**config.mk**
```make
export PLATFORM = sky130hd
export DESIGN_NAME = prio_irq_ctrl
export DESIGN_NICKNAME = d
export VERILOG_FILES = /design/src/rtl/prio_irq_pkg.sv /design/src/rtl/irq_sync.sv /design/src/rtl/irq_arbiter.sv /design/src/rtl/irq_inservice.sv /design/src/rtl/irq_resp.sv /design/src/rtl/prio_irq_ctrl.sv
export SDC_FILE = /design/constraint.sdc
export NUM_CORES = 1
export LEC_CHECK = 0
export BUFFER_PORTS_ARGS = -buffer_cell sky130_fd_sc_hd__buf_2
export CORE_UTILIZATION = 47
export DETAILED_ROUTE_END_ITERATION = 8
export GPL_ROUTABILITY_DRIVEN = 0
export PLACE_DENSITY_LB_ADDON = 0.3
export SLEW_MARGIN = 40
export SYNTH_ARGS = -nofsm -noshare
export SYNTH_HDL_FRONTEND = slang
export SYNTH_SLANG_ARGS = --single-unit
```
**constraint.sdc**
```tcl
create_clock -name clk_i -period 2.61 [get_ports clk_i]
set_input_delay 0.522 -clock clk_i [delete_from_list [all_inputs] [get_ports clk_i]]
set_output_delay 0.522 -clock clk_i [all_outputs]
set_load 0.1 [all_outputs]
```
**src/rtl/prio_irq_pkg.sv**
```systemverilog
package prio_irq_pkg;
  typedef enum logic [1:0] {
    GNT_NONE  = 2'd0,
    GNT_HI    = 2'd1,
    GNT_LO    = 2'd2,
    GNT_START = 2'd3
  } grant_e;
endpackage

```
**src/rtl/irq_sync.sv**
```systemverilog
module irq_sync #(
  parameter int unsigned W      = 1,
  parameter int unsigned STAGES = 2,
  parameter logic [W-1:0] RST_VAL = '0
) (
  input  logic         clk_i,
  input  logic         rst_ni,
  input  logic [W-1:0] d_i,
  output logic [W-1:0] q_o
);
  logic [W-1:0] stg_q [STAGES];

  for (genvar s = 0; s < STAGES; s++) begin : g_stage
    if (s == 0) begin : g_first
      always_ff @(posedge clk_i or negedge rst_ni) begin
        if (!rst_ni) stg_q[s] <= RST_VAL;
        else         stg_q[s] <= d_i;
      end
    end else begin : g_next
      always_ff @(posedge clk_i or negedge rst_ni) begin
        if (!rst_ni) stg_q[s] <= RST_VAL;
        else         stg_q[s] <= stg_q[s-1];
      end
    end
  end

  assign q_o = stg_q[STAGES-1];
endmodule

```
**src/rtl/irq_arbiter.sv**
```systemverilog
module irq_arbiter
  import prio_irq_pkg::*;
(
  input  logic   por_req_i,
  input  logic   por_prev_i,
  input  logic   hi_req_i,
  input  logic   lo_req_i,
  input  logic   boundary_i,
  input  logic   iret_i,
  input  logic   isr_hi_i,
  input  logic   isr_lo_i,
  output grant_e grant_o
);
  logic sample_ok;
  logic hi_ok;
  logic lo_ok;

  // requests only at a boundary, never while a return is retiring or start is issued
  assign sample_ok = boundary_i && !iret_i && !por_req_i && !por_prev_i;
  assign hi_ok     = sample_ok && hi_req_i && !isr_hi_i;
  assign lo_ok     = sample_ok && lo_req_i && !hi_req_i && !isr_hi_i && !isr_lo_i;

  always_comb begin
    grant_o = GNT_NONE;
    if (por_prev_i && !por_req_i) grant_o = GNT_START;
    else if (hi_ok)               grant_o = GNT_HI;
    else if (lo_ok)               grant_o = GNT_LO;
  end
endmodule

```
**src/rtl/irq_inservice.sv**
```systemverilog
module irq_inservice
  import prio_irq_pkg::*;
(
  input  logic   clk_i,
  input  logic   rst_ni,
  input  logic   por_req_i,
  input  logic   iret_i,
  input  grant_e grant_i,
  output logic   isr_hi_o,
  output logic   isr_lo_o
);
  logic hi_d, lo_d;

  always_comb begin
    hi_d = isr_hi_o;
    lo_d = isr_lo_o;
    if (por_req_i) begin
      hi_d = 1'b0;
      lo_d = 1'b0;
    end else begin
      if (iret_i) begin
        if (isr_hi_o) hi_d = 1'b0;
        else          lo_d = 1'b0;
      end
      if (grant_i == GNT_HI) hi_d = 1'b1;
      if (grant_i == GNT_LO) lo_d = 1'b1;
    end
  end

  always_ff @(posedge clk_i or negedge rst_ni) begin
    if (!rst_ni) begin
      isr_hi_o <= 1'b0;
      isr_lo_o <= 1'b0;
    end else begin
      isr_hi_o <= hi_d;
      isr_lo_o <= lo_d;
    end
  end
endmodule

```
**src/rtl/irq_resp.sv**
```systemverilog
module irq_resp
  import prio_irq_pkg::*;
#(
  parameter int unsigned VEC_W      = 16,
  parameter logic [VEC_W-1:0] START_ADDR = 16'h0020,
  parameter logic [VEC_W-1:0] HI_VEC     = 16'h0008,
  parameter logic [VEC_W-1:0] LO_VEC     = 16'h0004
) (
  input  logic             clk_i,
  input  logic             rst_ni,
  input  logic             por_req_i,
  input  grant_e           grant_i,
  output logic             run_o,
  output logic             take_o,
  output logic [VEC_W-1:0] vec_o,
  output logic             poll_no
);
  logic [VEC_W-1:0] vec_d;

  always_comb begin
    unique case (grant_i)
      GNT_HI:    vec_d = HI_VEC;
      GNT_LO:    vec_d = LO_VEC;
      GNT_START: vec_d = START_ADDR;
      default:   vec_d = vec_o;
    endcase
  end

  always_ff @(posedge clk_i or negedge rst_ni) begin
    if (!rst_ni) begin
      run_o   <= 1'b0;
      take_o  <= 1'b0;
      vec_o   <= START_ADDR;
      poll_no <= 1'b1;
    end else begin
      run_o   <= !por_req_i;
      take_o  <= (grant_i != GNT_NONE);
      vec_o   <= vec_d;
      poll_no <= !(grant_i == GNT_HI || grant_i == GNT_LO);
    end
  end
endmodule

```
**src/rtl/prio_irq_ctrl.sv**
```systemverilog
module prio_irq_ctrl
  import prio_irq_pkg::*;
#(
  parameter int unsigned VEC_W      = 16,
  parameter int unsigned SYNC_STAGES = 2,
  parameter logic [VEC_W-1:0] START_ADDR = 16'h0020,
  parameter logic [VEC_W-1:0] HI_VEC     = 16'h0008,
  parameter logic [VEC_W-1:0] LO_VEC     = 16'h0004
) (
  input  logic             clk_i,
  input  logic             rst_ni,
  input  logic             por_ni,
  input  logic             irq_hi_ni,
  input  logic             irq_lo_ni,
  input  logic             boundary_i,
  input  logic             iret_i,
  output logic             run_o,
  output logic             take_o,
  output logic [VEC_W-1:0] vec_o,
  output logic             poll_no,
  output logic             isr_hi_o,
  output logic             isr_lo_o
);
  localparam int unsigned NLINES = 3;
  localparam logic [NLINES-1:0] SYNC_RST = 3'b110; // preset held, requests idle

  logic [NLINES-1:0] raw_n, sync_n;
  logic   por_req, por_prev, hi_req, lo_req;
  grant_e grant;

  assign raw_n = {irq_hi_ni, irq_lo_ni, por_ni};

  irq_sync #(.W(NLINES), .STAGES(SYNC_STAGES), .RST_VAL(SYNC_RST)) u_sync (
    .clk_i (clk_i),
    .rst_ni(rst_ni),
    .d_i   (raw_n),
    .q_o   (sync_n)
  );

  assign por_req = !sync_n[0];
  assign lo_req  = !sync_n[1];
  assign hi_req  = !sync_n[2];

  always_ff @(posedge clk_i or negedge rst_ni) begin
    if (!rst_ni) por_prev <= 1'b1;
    else         por_prev <= por_req;
  end

  irq_arbiter u_arb (
    .por_req_i (por_req),
    .por_prev_i(por_prev),
    .hi_req_i  (hi_req),
    .lo_req_i  (lo_req),
    .boundary_i(boundary_i),
    .iret_i    (iret_i),
    .isr_hi_i  (isr_hi_o),
    .isr_lo_i  (isr_lo_o),
    .grant_o   (grant)
  );

  irq_inservice u_isr (
    .clk_i    (clk_i),
    .rst_ni   (rst_ni),
    .por_req_i(por_req),
    .iret_i   (iret_i),
    .grant_i  (grant),
    .isr_hi_o (isr_hi_o),
    .isr_lo_o (isr_lo_o)
  );

  irq_resp #(
    .VEC_W(VEC_W), .START_ADDR(START_ADDR), .HI_VEC(HI_VEC), .LO_VEC(LO_VEC)
  ) u_resp (
    .clk_i    (clk_i),
    .rst_ni   (rst_ni),
    .por_req_i(por_req),
    .grant_i  (grant),
    .run_o    (run_o),
    .take_o   (take_o),
    .vec_o    (vec_o),
    .poll_no  (poll_no)
  );
endmodule

```
==> flow_summary.yaml, run 1 <==
cts:
  cts_setup_buffers: 0
  cts_root_buffer: "clkbuf_4"
  cts_tree: "yes"
  cts-resized-gates: 0
  clk_pin_slew_worst_paths_ns: 0.09
  clock_latency_ns: 0.29
  hold_buffers: 0
  cts_buffer_depth: 2
  cts_max_level: 1
  cts.sinks: 15
  cts_buffers: 3
critical_path:
  start_kind: "flip-flop"
  r2r_end: "u_resp.vec_o[2]$_DFFE_PN0P_"
  critPathRequiredTime_ns: 2.09
  cp-end-kind: "output pin"
  slowest_stage: "dfstp_2"
  cp_top_family: "flip-flops"
  critPathBufInv: 1
  r2r-start: "u_isr.isr_hi_o$_DFFE_PN0P_"
  path_max_fanout: 2
  worst_r2r_path_depth: 3
  r2r_setup_slack_ns: 1.31
  worstPathArrival_ns: 1.24
  path_cells: "buf_2"
  max_stage_delay_ns: 0.53
  path_class: "flip-flop to output pin"
finish:
  layout_common_cells: "buf_2, conb_1, dfrtp_1"
  utilization: 0.5929
  nNetsFinal: 77
  antenna_cells: 0
  drive_gt1_frac: 0.3913
  fin_cells: 83
  syn2layout_area_growth_pct: 9.901
  stdcell_area_um2: 694.4
  final_common_cell: "buf_2"
power:
  power_mw: 0.5711
  power_leakage_nw: 0.3511
  ir_worst_vdd_v: 0.0004901
  p_clk_frac: 0.231
  power.density_nw_per_um2: 822.4
  p_switching_mw: 0.2454
  switching_share: 0.4297
  p_seq_frac: 0.456
  combPwrFrac: 0.313
  p_int_mw: 0.3257
global_routing:
  grt_pass1_vias: 356
  grt_max_degree: 16
  grt_overflow: 0
  grt_antenna_before_repair: 0
  grt_pass1_wl_um: 1462
  grt.total_usage: 0.1591
logic_synthesis:
  synth_top_area_cell: "dfrtp_1"
  synth-seq-cells: 15
  synthDominantCellAreaShare: 0.3168
  syn_area_um2: 631.9
  synth.area.top_cells: "dfrtp_1, dfstp_2, buf_4"
  synth_cells: 52
  ys_seq_area_frac: 0.6079
  yosysUniqueCellTypes: 17
  ys_warn_count: 0
  syn_avg_cell_area_um2: 12.15
job:
  maxCapViolCount: 0
die:
  die_h_um: 38.67
  core-area_um2: 1171
  initial_utilization: 0.5395
  die_w_um: 38.67
  num_rows: 12
  die_area_um2: 1495
  io_pins: 28
sta:
  finalSetupViolations: 0
  fin_tns_setup_ns: 0
  fin_crit_sh: 0.6743
  max_freq_mhz: 568.2
  grt_setup_unrepaired: "no"
  finClkSkew_ns: 0.002706
  hold_viol: 0
  period_minus_slack_ns: 1.760
  maxSlewViolCount: 0
detailed_routing:
  drc_errors: 0
  first_pass_iters: 4
  wl_per_cell_um: 10.88
  vias_per_cell: 4.530
  num_vias: 376
  drt_iter0_markers: 3
  ant_nets: 0
  wl_um: 903
placed_design:
  hpwl_um: 651.6
  place_inst: 79
  postPlaceCellArea_um2: 666.9
  portBuffers: 14
min_path:
  hold_path_class: "input pin to asynchronous set/reset pin"
run_status:
  status: "complete, no violations"
[power by group through the flow]
stage	Combinational, mW	Clock, mW	Sequential [mW]
4_1_cts	0.179	0.136	0.261
2_1_floorplan	0.111	0	0.326
3_5_place_dp	0.179	0	0.265
3_3_place_gp	0.178	0	0.264
5_1_grt	0.184	0.146	0.263
6_report	0.179	0.132	0.260
[logic make-up (layout without fill, tap and decap cells)]
| kind of cell | after synthesis | in the layout | share of synthesized area |
|---|---|---|---|
| AND/OR/NAND/NOR | 9 | 9 | 0.1050 |
| buffers and inverters | 16 | 21 | 0.1723 |
| flip-flops | 15 | 15 | 0.6079 |
| other | 1 | 13 | 0.005935 |
| AO/OA/AOI/OAI | 11 | 11 | 0.1089 |
[synth_stat cells]
master	instances
buf_4	13
o21ai_0	4
nand2b_1	1
and3_1	1
nor2_1	2
o22ai_1	1
nor4b_4	1
nand2_1	2
nand3_2	1
dfstp_2	7
inv_1	3
dfrtp_1	8
a21oi_1	3
conb_1	1
nand3_1	1
a32o_1	1
a22o_1	2
[routing by layer]
layer  vias up  GRT usage  wire length, um
li1        182          -                -
met1       171     0.1716              389
met3         2    0.08671               76
met2        21     0.2375              425
met4         0     0.1034               10
met5         -          0                0
[sequential cells by signal (all words and copies together), names as in the netlist]
signal and cells:
u_sync.q_o 3, u_isr.isr_hi_o 1, u_sync.stg_q 3, por_prev 1
u_resp.run_o 1, u_resp.vec_o 3, u_resp.poll_no 1, u_isr.isr_lo_o 1
u_resp.take_o 1
[per-stage QoR]
stage	hold slack (ns)	setup WS [ns]
2_1_floorplan	0.2264	0.8897
3_3_place_gp	0.3350	1.071
3_5_place_dp	0.3444	1.066
4_1_cts	0.1183	0.8394
5_1_grt	0.1229	0.8221
6_report	0.1165	0.8500
[layout make-up]
type	count	area, um^2
clock buffer	3	22.52
clock inverter	1	5.005
fill	102	476.7
inverter	3	11.26
multi-input combinational	33	183.9
sequential	15	384.1
tap	14	17.52
timing repair buffer	14	70.07
[how the worst max path moves through the flow]
stage,start,to,slack [ns],depth (start not counted)
CTS,u_resp.vec_o[5]$_DFFE_PN1P_,vec_o[5],0.84,1
floorplan,u_isr.isr_hi_o$_DFFE_PN0P_,u_resp.vec_o[2]$_DFFE_PN0P_,0.89,3
detailed placement,iret_i,u_resp.vec_o[2]$_DFFE_PN0P_,1.07,4
finish,u_resp.vec_o[5]$_DFFE_PN1P_,vec_o[5],0.85,1
global placement,iret_i,u_resp.vec_o[2]$_DFFE_PN0P_,1.07,4
global route,u_resp.vec_o[5]$_DFFE_PN1P_,vec_o[5],0.82,1
(Power assumes the default switching activity.)
==> run 2, diff against run 1 <==
--- a/config.mk
+++ b/config.mk
@@ -6,7 +6,7 @@
 export NUM_CORES = 1
 export LEC_CHECK = 0
 export BUFFER_PORTS_ARGS = -buffer_cell sky130_fd_sc_hd__buf_2
-export CORE_UTILIZATION = 47
+export CORE_UTILIZATION = 39
 export DETAILED_ROUTE_END_ITERATION = 8
 export GPL_ROUTABILITY_DRIVEN = 0
 export PLACE_DENSITY_LB_ADDON = 0.3
==> constraint.sdc (replaced) <==
create_clock -name clk_i -period 1.6 [get_ports clk_i]
set_input_delay 0.32 -clock clk_i [delete_from_list [all_inputs] [get_ports clk_i]]
set_output_delay 0.32 -clock clk_i [all_outputs]
set_load 0.1 [all_outputs]
==> flow_summary.yaml, run 2 (synthesized netlist as in run 1, its figures left out) <==
run_status:
  status: "complete, no violations"
detailed_routing:
  wl_um: 826
  num_vias: 385
  first_pass_iters: 2
  ant_nets: 0
  wl_per_cell_um: 9.605
  vias_per_cell: 4.477
  drc_errors: 0
  drt_iter0_markers: 4
sta:
  grt_setup_unrepaired: "no"
  period_minus_slack_ns: 1.532
  finClkSkew_ns: 0.008109
  maxSlewViolCount: 0
  finalSetupViolations: 0
  fin_crit_sh: 0.9574
  holdWs_ns: 0.1382
  fin_tns_setup_ns: 0
  max_freq_mhz: 652.8
  hold_viol: 0
min_path:
  hold_path_class: "input pin to flip-flop"
  hold_start: "irq_lo_ni"
global_routing:
  grt_pass1_wl_um: 1421
  grt_pass1_vias: 340
  grt_antenna_before_repair: 0
  grt_overflow: 0
  grt_max_degree: 16
  grt.total_usage: 0.1127
finish:
  drive_gt1_frac: 0.4000
  nNetsFinal: 78
  fillCellCount: 136
  stdcell_area_um2: 710.7
  syn2layout_area_growth_pct: 12.48
  layout_common_cells: "conb_1, buf_2, dfstp_2"
  antenna_cells: 0
die:
  core-area_um2: 1506
  num_rows: 14
  initial_utilization: 0.4194
  die_w_um: 42.25
  io_pins: 28
  die_h_um: 42.25
  die_area_um2: 1785
power:
  ir_worst_vdd_v: 0.0006763
  power_mw: 0.9253
  power_leakage_nw: 0.3510
  power.density_nw_per_um2: 1302
cts:
  clock_latency_ns: 0.28
  cts_max_level: 1
  cts_buffers: 3
  clk_pin_slew_worst_paths_ns: 0.08
  cts_tree: "yes"
  cts.sinks: 15
  cts_root_buffer: "clkbuf_4"
  cts_buffer_depth: 2
job:
  maxCapViolCount: 0
critical_path:
  slowest_stage: "dfstp_2"
  critPathLaunch: "u_resp.poll_no$_DFF_PN1_"
  critPathBufInv: 1
  path_cells: "buf_2"
  critPathRequiredTime_ns: 1.28
  cp-end-kind: "output pin"
  path_max_fanout: 1
  cp_top_family: "flip-flops"
  max_stage_delay_ns: 0.52
  r2r-start: "por_prev$_DFF_PN1_"
  worstPathArrival_ns: 1.21
  start_kind: "flip-flop"
  path_class: "flip-flop to output pin"
placed_design:
  postPlaceCellArea_um2: 671.9
  portBuffers: 14
  hpwl_um: 593.6
-- run 2: cell types whose count changed in the layout (fill, tap and decap cells not counted), sizes merged --
cell / delta
clkbuf: +2
buf: -1
clkinv: -1
dlygate4sd3: +1
-- run 2: through the flow --
stage	setup WS, ns	utilization	std cells
floorplan	0.1557	-	64
finish	0.06824	0.4718	86
detailed placement	0.2648	0.4460	81
global route	0.03500	0.4718	86
CTS	0.01219	0.4701	86
global placement	0.2839	0.4460	81
-- run 2: area by class of cell --
class | count | area, um^2 | area share
Inverter | 3 | 11.26 | 0.01585
Sequential cell | 15 | 386.6 | 0.5440
Timing Repair Buffer | 15 | 82.58 | 0.1162
Tap cell | 16 | 20.02 | 0.02817
Clock buffer | 4 | 26.28 | 0.03697
Multi-Input combinational cell | 33 | 183.9 | 0.2588
-- run 2: worst paths after layout --
check,cells past startpoint,end,slack (ns)
max in group asynchronous,2,u_sync.stg_q[4]$_DFF_PN1_,0.85
min,1,u_sync.stg_q[4]$_DFF_PN1_,0.14
max,1,poll_no,0.07
min in group asynchronous,2,u_isr.isr_hi_o$_DFFE_PN0P_,0.45
min reg2reg,0,u_sync.q_o[1]$_DFF_PN1_,0.36
max reg2reg,3,u_resp.vec_o[2]$_DFFE_PN0P_,0.32
-- run 2: power by group --
part	switching [mW]	internal, mW
clock	0.110	0.0967
sequential	0.0165	0.409
combinational	0.261	0.0320
-- run 2: timing repair --
item | 4_1_cts | 5_1_grt
hold buffers | 1 | 0
buffers inserted | 0 | 0
gates resized for setup | 0 | 1
hold endpoints to repair | 8 | 0
setup endpoints to repair | 0 | 1
-- run 2: metal layers --
metal | global-route usage | vias up | part of all wire
met5 | 0 | - | 0
met4 | 0.03750 | 0 | 0
met3 | 0.07759 | 0 | 0.085
met2 | 0.1662 | 20 | 0.45
met1 | 0.1303 | 181 | 0.47
li1 | - | 184 | -
==> run 3, diff against run 2 <==
--- a/config.mk
+++ b/config.mk
@@ -6,6 +6,7 @@
 export NUM_CORES = 1
 export LEC_CHECK = 0
 export BUFFER_PORTS_ARGS = -buffer_cell sky130_fd_sc_hd__buf_2
+export CORE_MARGIN = 3
 export CORE_UTILIZATION = 39
 export DETAILED_ROUTE_END_ITERATION = 8
 export GPL_ROUTABILITY_DRIVEN = 0
==> flow_summary.yaml, run 3 (synthesized netlist as in run 1, its figures left out) <==
die:
  die_w_um: 46.25
  die_h_um: 46.25
  die_area_um2: 2139
  num_rows: 13
  core-area_um2: 1415
  io_pins: 28
  initial_utilization: 0.4465
power:
  p_int_mw: 0.5336
  p_seq_frac: 0.462
  combPwrFrac: 0.320
  switching_share: 0.4193
  ir_worst_vdd_v: 0.0008303
  p_clk_frac: 0.218
  p_switching_mw: 0.3853
  power_leakage_nw: 0.3537
  power.density_nw_per_um2: 1293
critical_path:
  cp_top_family: "flip-flops"
  critPathRequiredTime_ns: 1.28
  start_kind: "flip-flop"
  r2r-start: "por_prev$_DFF_PN1_"
  path_class: "flip-flop to output pin"
  worstPathArrival_ns: 1.20
  path_cells: "buf_2"
  critPathBufInv: 1
  max_stage_delay_ns: 0.51
  path_max_fanout: 1
  cp-end-kind: "output pin"
  slowest_stage: "dfstp_2"
  critPathLaunch: "u_resp.poll_no$_DFF_PN1_"
min_path:
  hold_path_class: "input pin to flip-flop"
  hold_start: "irq_hi_ni"
global_routing:
  grt_pass1_wl_um: 1290
  grt_max_degree: 16
  grt_pass1_vias: 282
  grt_antenna_before_repair: 0
  grt.total_usage: 0.09061
  grt_overflow: 0
sta:
  maxSlewViolCount: 0
  grt_setup_unrepaired: "no"
  fin_tns_setup_ns: 0
  hold_viol: 0
  layout_setup_ws_ns: 0.08364
  fin_crit_sh: 0.9477
  max_freq_mhz: 659.5
  period_minus_slack_ns: 1.516
  finalSetupViolations: 0
  finClkSkew_ns: 0.002942
detailed_routing:
  ant_nets: 0
  drc_errors: 0
  drt_iter0_markers: 4
  wl_per_cell_um: 10.15
  first_pass_iters: 2
  num_vias: 371
  wl_um: 863
  vias_per_cell: 4.365
placed_design:
  dpl_worst_slack_ns: 0.2621
  portBuffers: 14
  postPlaceCellArea_um2: 670.6
  hpwl_um: 688.4
finish:
  utilization: 0.5022
  stdcell_area_um2: 710.7
  drive_gt1_frac: 0.4143
  antenna_cells: 0
  syn2layout_area_growth_pct: 12.48
  layout_common_cells: "conb_1, buf_2, dfstp_2"
  nNetsFinal: 78
cts:
  cts_tree: "yes"
  cts.sinks: 15
  cts_buffers: 3
  cts_buffer_depth: 2
  cts_root_buffer: "clkbuf_4"
  clk_pin_slew_worst_paths_ns: 0.08
  cts_max_level: 1
  clock_latency_ns: 0.27
run_status:
  status: "complete, no violations"
job:
  maxCapViolCount: 0
==> run 3: cell types whose count changed in the layout (fill, tap and decap cells not counted), sizes merged <==
cell	change
clkbuf	-1
clkinv	+1
==> run 3: final timing paths <==
| check | endpoint | slack [ns] | cells past startpoint |
|---|---|---|---|
| max | poll_no | 0.08 | 1 |
| max reg2reg | u_resp.vec_o[5]$_DFFE_PN1P_ | 0.31 | 3 |
| min | u_sync.stg_q[5]$_DFF_PN1_ | 0.14 | 1 |
| max in group asynchronous | u_resp.vec_o[5]$_DFFE_PN1P_ | 0.86 | 2 |
| min in group asynchronous | u_isr.isr_lo_o$_DFFE_PN0P_ | 0.45 | 2 |
| min reg2reg | u_sync.q_o[0]$_DFF_PN0_ | 0.35 | 0 |
==> run 3: layer usage <==
metal	part of all wire	vias up	global-route usage	routed length, um
li1	-	187	-	-
met1	0.42	159	0.1037	359
met2	0.43	25	0.1264	371
met3	0.15	0	0.08203	132
met4	0	0	0.01705	0
met5	0	-	0	0
==> run 3: layout make-up <==
type	count	area, um^2
timing repair buffer	15	82.58
multi-input combinational	33	183.9
clock inverter	1	5.005
clock buffer	3	22.52
inverter	3	11.26
fill	140	704.4
sequential	15	386.6
tap	15	18.77
==> run 3: timing repair <==
item	CTS	global route
hold endpoints to repair	8	0
resized for setup	0	1
hold buffers	1	0
endpoints found under the setup margin	0	1
buffers inserted	0	0
==> run 3: power by group through the flow <==
stage / clock network, mW / logic, mW / registers (mW)
2_1_floorplan: 0 / 0.181 / 0.531
3_3_place_gp: 0 / 0.291 / 0.432
3_5_place_dp: 0 / 0.292 / 0.432
4_1_cts: 0.212 / 0.294 / 0.425
5_1_grt: 0.227 / 0.304 / 0.429
6_report: 0.200 / 0.294 / 0.425
==> run 3: per-stage QoR <==
| stage | hold WS, ns | power, mW | cells |
|---|---|---|---|
| floorplan | 0.02441 | 0.7124 | 64 |
| global placement | 0.2315 | 0.7229 | 80 |
| detailed placement | 0.2274 | 0.7239 | 80 |
| CTS | 0.1234 | 0.9314 | 85 |
| global route | 0.1111 | 0.9591 | 85 |
| finish | 0.1368 | 0.9189 | 85 |
